--- config.mk ---
export PLATFORM = sky130hd
export DESIGN_NAME = xip_sequencer
export DESIGN_NICKNAME = d
export VERILOG_FILES = /design/src/rtl/xip_seq_pkg.sv /design/src/rtl/xip_state_ctrl.sv /design/src/rtl/xip_idle_sync.sv /design/src/rtl/xip_sequencer.sv
export SDC_FILE = /design/constraint.sdc
export NUM_CORES = 1
export LEC_CHECK = 0
export BUFFER_PORTS_ARGS = -buffer_cell sky130_fd_sc_hd__buf_4
export CAP_MARGIN = 10
export CORE_MARGIN = 3
export CORE_UTILIZATION = 27
export DETAILED_ROUTE_END_ITERATION = 10
export GPL_ROUTABILITY_DRIVEN = 0
export GPL_TIMING_DRIVEN = 0
export PLACE_DENSITY = 0.61
export SYNTH_ARGS = -nofsm -noshare
export SYNTH_HDL_FRONTEND = slang
export SYNTH_SLANG_ARGS = --single-unit
--- constraint.sdc ---
create_clock -name clk -period 1.97 [get_ports clk]
set_clock_uncertainty 0.1 [all_clocks]
set_input_delay 0.2955 -clock clk [delete_from_list [all_inputs] [get_ports clk]]
set_output_delay 0.2955 -clock clk [all_outputs]
set_load 0.01 [all_outputs]
--- src/rtl/xip_seq_pkg.sv ---
package xip_seq_pkg;
    localparam int MODE_W = 8;

    typedef enum logic [1:0] {
        ST_NORMAL = 2'd0,
        ST_ARMED  = 2'd1,
        ST_XIP    = 2'd2,
        ST_EXIT   = 2'd3
    } xip_state_e;

    typedef struct packed {
        logic              send_opcode;
        logic              send_mode;
        logic [MODE_W-1:0] mode_byte;
    } read_plan_t;

    // State change caused by the enable levels while no read is outstanding.
    function automatic xip_state_e cfg_step(xip_state_e s, logic now, logic next);
        xip_state_e r;
        case (s)
            ST_NORMAL, ST_ARMED: r = now ? ST_XIP : (next ? ST_ARMED : ST_NORMAL);
            default:             r = (now || next) ? ST_XIP : ST_EXIT;
        endcase
        return r;
    endfunction

    // Command shape of a read issued from a given state.
    function automatic read_plan_t plan_for(xip_state_e s,
                                            logic [MODE_W-1:0] stay,
                                            logic [MODE_W-1:0] leave);
        read_plan_t p;
        case (s)
            ST_NORMAL: p = '{send_opcode: 1'b1, send_mode: 1'b0, mode_byte: '0};
            ST_ARMED:  p = '{send_opcode: 1'b1, send_mode: 1'b1, mode_byte: stay};
            ST_XIP:    p = '{send_opcode: 1'b0, send_mode: 1'b1, mode_byte: stay};
            default:   p = '{send_opcode: 1'b0, send_mode: 1'b1, mode_byte: leave};
        endcase
        return p;
    endfunction

    // State the device is in once a read from the given state has completed.
    function automatic xip_state_e after_read(xip_state_e s);
        return (s == ST_ARMED || s == ST_XIP) ? ST_XIP : ST_NORMAL;
    endfunction
endpackage

--- src/rtl/xip_state_ctrl.sv ---
module xip_state_ctrl
    import xip_seq_pkg::*;
#(
    parameter logic [MODE_W-1:0] MODE_STAY  = 8'hA0,
    parameter logic [MODE_W-1:0] MODE_LEAVE = 8'hFF
) (
    input  logic       clk,
    input  logic       rst,
    input  logic       cfg_now,
    input  logic       cfg_next,
    input  logic       rd_req,
    input  logic       rd_done,
    output read_plan_t plan,
    output xip_state_e state,
    output logic       busy
);
    xip_state_e stepped;
    xip_state_e pend_next;
    logic       accept;

    assign stepped = cfg_step(state, cfg_now, cfg_next);
    assign accept  = rd_req && !busy;

    always_ff @(posedge clk) begin
        if (rst) begin
            state     <= ST_NORMAL;
            pend_next <= ST_NORMAL;
            busy      <= 1'b0;
            plan      <= '0;
        end else if (busy) begin
            if (rd_done) begin
                state <= pend_next;
                busy  <= 1'b0;
            end
        end else begin
            state <= stepped;
            if (accept) begin
                plan      <= plan_for(stepped, MODE_STAY, MODE_LEAVE);
                pend_next <= after_read(stepped);
                busy      <= 1'b1;
            end
        end
    end

    // the plan only moves on an accepted request
    assert_plan_hold_R9: assert property (@(posedge clk) disable iff (rst)
        !accept |=> $stable(plan));

    // enable changes are frozen while a read is outstanding
    assert_state_frozen_R9: assert property (@(posedge clk) disable iff (rst)
        (busy && !rd_done) |=> $stable(state));

    // an outstanding exit read carries the releasing byte and no opcode
    assert_exit_byte_R7: assert property (@(posedge clk) disable iff (rst)
        (busy && state == ST_EXIT) |-> (plan.mode_byte == MODE_LEAVE && !plan.send_opcode));

    // completing the exit read returns to normal reads
    assert_exit_done_R7: assert property (@(posedge clk) disable iff (rst)
        (busy && rd_done && state == ST_EXIT) |=> state == ST_NORMAL);

    // a mode byte is present exactly when mode bits are sent
    assert_mode_flag_R2: assert property (@(posedge clk) disable iff (rst)
        plan.send_mode == (plan.mode_byte != '0));

    // a read with opcode never carries the releasing byte
    assert_opcode_leave_R3: assert property (@(posedge clk) disable iff (rst)
        plan.send_opcode |-> plan.mode_byte != MODE_LEAVE);
endmodule

--- src/rtl/xip_idle_sync.sv ---
module xip_idle_sync #(
    parameter int STAGES = 2
) (
    input  logic clk,
    input  logic rst,
    input  logic d,
    output logic q
);
    logic [STAGES-1:0] chain;

    always_ff @(posedge clk) begin
        if (rst) chain <= '0;
        else     chain <= {chain[STAGES-2:0], d};
    end

    assign q = chain[STAGES-1];
endmodule

--- src/rtl/xip_sequencer.sv ---
module xip_sequencer
    import xip_seq_pkg::*;
#(
    parameter logic [MODE_W-1:0] MODE_STAY  = 8'hA0,
    parameter logic [MODE_W-1:0] MODE_LEAVE = 8'hFF,
    parameter int                SYNC_STAGES = 2
) (
    input  logic              clk,
    input  logic              rst,
    input  logic              cfg_xip_now,
    input  logic              cfg_xip_next,
    input  logic              rd_req,
    input  logic              rd_done,
    output logic              send_opcode,
    output logic              send_mode_bits,
    output logic [MODE_W-1:0] mode_byte,
    output logic              xip_active,
    output logic              idle_status
);
    read_plan_t plan;
    xip_state_e state;
    logic       busy;
    logic       idle_int;
    logic [1:0] settle;

    xip_state_ctrl #(.MODE_STAY(MODE_STAY), .MODE_LEAVE(MODE_LEAVE)) u_ctrl (
        .clk      (clk),
        .rst      (rst),
        .cfg_now  (cfg_xip_now),
        .cfg_next (cfg_xip_next),
        .rd_req   (rd_req),
        .rd_done  (rd_done),
        .plan     (plan),
        .state    (state),
        .busy     (busy)
    );

    assign idle_int = !busy && (state != ST_EXIT);

    xip_idle_sync #(.STAGES(SYNC_STAGES)) u_idle (
        .clk (clk),
        .rst (rst),
        .d   (idle_int),
        .q   (idle_status)
    );

    assign send_opcode    = plan.send_opcode;
    assign send_mode_bits = plan.send_mode;
    assign mode_byte      = plan.mode_byte;
    assign xip_active     = (state == ST_XIP) || (state == ST_EXIT);

    // Cycles since reset release, saturating, used to gate the lag check.
    always_ff @(posedge clk) begin
        if (rst)                settle <= 2'd0;
        else if (settle != 2'd3) settle <= settle + 2'd1;
    end

    // status lags the internal idle condition by two edges
    assert_idle_lag_R10: assert property (@(posedge clk) disable iff (rst)
        (settle == 2'd3) |-> idle_status == $past(idle_int, 2));

    // a pending exit still counts as XIP and is never idle
    assert_exit_not_idle_R7: assert property (@(posedge clk) disable iff (rst)
        (state == ST_EXIT) |-> (xip_active && !idle_int));
endmodule

==> impl_metrics.ini <==
[clock_network]
clock_sinks = 9
cts-buffers-inserted = 3
clock_path_buffers = 2
post_cts.repair.setup_buffers = 0
cts_tree = built
cts-resized-gates = 0
cts_root_buffer = clkbuf_4
h-tree-depth = 1
insertion_delay_ps = 260
path_clk_slew_ps = 60
cts_hold_buf = 0

[floorplan]
die_y_um = 44.3
start_util_pct = 29.7
ios = 18
core.rowCount = 13
core_um2 = 1330
fp.dieArea_um2 = 1960
die_x_um = 44.3

[worst_hold_path]
hold_path_class = in2reg
hold_depth = 3

[cells_and_area]
final_cell_mix = buf_4, dfxtp_1, nor2_1
diodes = 0
multi_input_area_um2 = 156
fin_nets = 72
layout_commonest_cell = buf_4
syn_to_final_growth_pct = 41.6
regArea_um2 = 180
fin_cells = 80
layout-drive-gt1-share_pct = 44.6
num-fill-cells = 152

[critical_path]
cp_data_required_time_ps = 1570
worst_setup_path_end_kind = output port
endpoint = xip_active
critPathMaxFanout = 7
timing.rr.end = u_ctrl.plan[9]
startpoint = u_ctrl.state[1]
r2r_cells = 3
crit_slowest_cell = dfxtp_1
timing.rr.start = u_ctrl.busy
path_class = reg2out
arrival_ps = 940
crit_chain = clkbuf_1 -> buf_4
start_kind = flip-flop
slowest_delay_ps = 460
reg2reg_slack_ps = 830

[timing]
worstMarginPinSlew_ps = 420
setup_viol = 0
slew_violations = 0
fmax_mhz = 748
slew-limit-headroom_pct = 72.0
period_share_pct = 67.8
tns_ps = 0
fin_hold_ws_ps = 241
period_minus_slack_ps = 1340
rsz0062_at_grt = false
hold_viol = 0

[synth]
synth_seq_cells = 9
yosysSeqAreaShare_pct = 45.4
syn_area_um2 = 397
async_flop_share_pct = 0
syn_nets = 51
synth.avg_cell_area_um2 = 8.81
synth-main-ff-cell = dfxtp_1
synth_edf_count = 0
synthCells = 45
yosys_warnings = 0
yosysUniqueCellTypes = 18

[global_routing]
gr-usage-all-layers_pct = 8.84
grt_max_degree = 11
grt-ovfl-total = 0
antenna_found_initial = 0
grt_pass1_wl_um = 1160
first_global_vias = 291

[placement]
place_inst = 76
portBuffers = 16

[detailed_routing]
wirelength_um = 768
ant_nets = 0
first_pass_iters = 4
first_iter_violations = 3
vias = 346
via_per_inst = 4.33
routedWlPerCell_um = 9.60
drc_errors = 0

[pwr]
power_density_nw_per_um2 = 743
peakVddDrop_mv = 0.282
p_leak_nw = 0.261

[run_status]
status = finished clean

[run]
max_cap_violations = 0
layer usage:
metal | vias up | share of wire (%) | track usage (%)
met3 | 2 | 11 | 7.32
met5 | - | 0 | 0
met4 | 0 | 1.7 | 5.42
li1 | 185 | - | -
met2 | 14 | 43 | 11.6
met1 | 145 | 44 | 9.56
sequential cells by signal, indices dropped and copies added, names as in the netlist:
| register | cells |
|---|---|
| u_ctrl.pend_next | 1 |
| u_ctrl.busy | 1 |
| u_ctrl.state | 2 |
| u_idle.chain | 2 |
| u_ctrl.plan | 3 |
how the worst min path moves through the flow:
stage | from | endpoint | slack (ps)
6_report | cfg_xip_now | u_ctrl.plan[9] | 240
5_1_grt | cfg_xip_now | u_ctrl.state[0] | 240
4_1_cts | cfg_xip_now | u_ctrl.plan[9] | 230
3_5_place_dp | u_ctrl.state[0] | u_idle.chain[0] | 330
3_3_place_gp | u_idle.chain[0] | u_idle.chain[1] | 320
2_1_floorplan | u_idle.chain[0] | u_idle.chain[1] | 310
power breakdown:
part | switching (W) | leakage, nW | internal, W | total [W]
Sequential | 0.0000115 | 0.0745 | 0.000195 | 0.000207
Combinational | 0.0000299 | 0.171 | 0.0000423 | 0.0000722
Clock | 0.0000608 | 0.0150 | 0.0000778 | 0.000139
Total | 0.000102 | 0.261 | 0.000315 | 0.000418
worst max-delay path: cells and delay by family, from the launching register on:
family / cells / cell delay [ps]
buf+inv: 2 / 230
flops: 1 / 460
per-stage QoR:
step	area (um2)	power, W	util [%]	setup slack (ps)
6_report	562	0.000418	42.1	634
5_1_grt	562	0.000444	42.1	583
4_1_cts	562	0.000426	42.1	618
3_5_place_dp	536	0.000284	40.2	832
3_3_place_gp	536	0.000284	40.2	818
2_1_floorplan	397	0.000250	-	907
Yosys cell counts (2+ instances only):
library cell / instances / area (um2)
nor2_1: 5 / 18.8
a21oi_1: 4 / 20.0
nand3_1: 2 / 10.0
buf_4: 7 / 52.6
nor3_1: 2 / 10.0
nand2_1: 3 / 11.3
clkbuf_1: 2 / 7.51
dfxtp_1: 9 / 180
a211oi_1: 2 / 15.0
cells by family (layout without fill, tap and decap cells):
kind of cell	count (synthesis)	after routing	share of synthesized area, %
flops	9	9	45.4
xor+xnor	1	1	2.21
compound gates	7	7	10.7
buf+inv	9	29	15.1
simple gates	19	19	26.5
layout make-up:
class                      count  share of cell area (%)
tap                           15                    3.34
multi-input combinational     27                    27.8
timing repair buffer          16                    21.4
sequential                     9                    32.1
buffer                         9                    10.7
clock buffer                   4                    4.68
No activity file was read; power rests on OpenSTA's default activity.
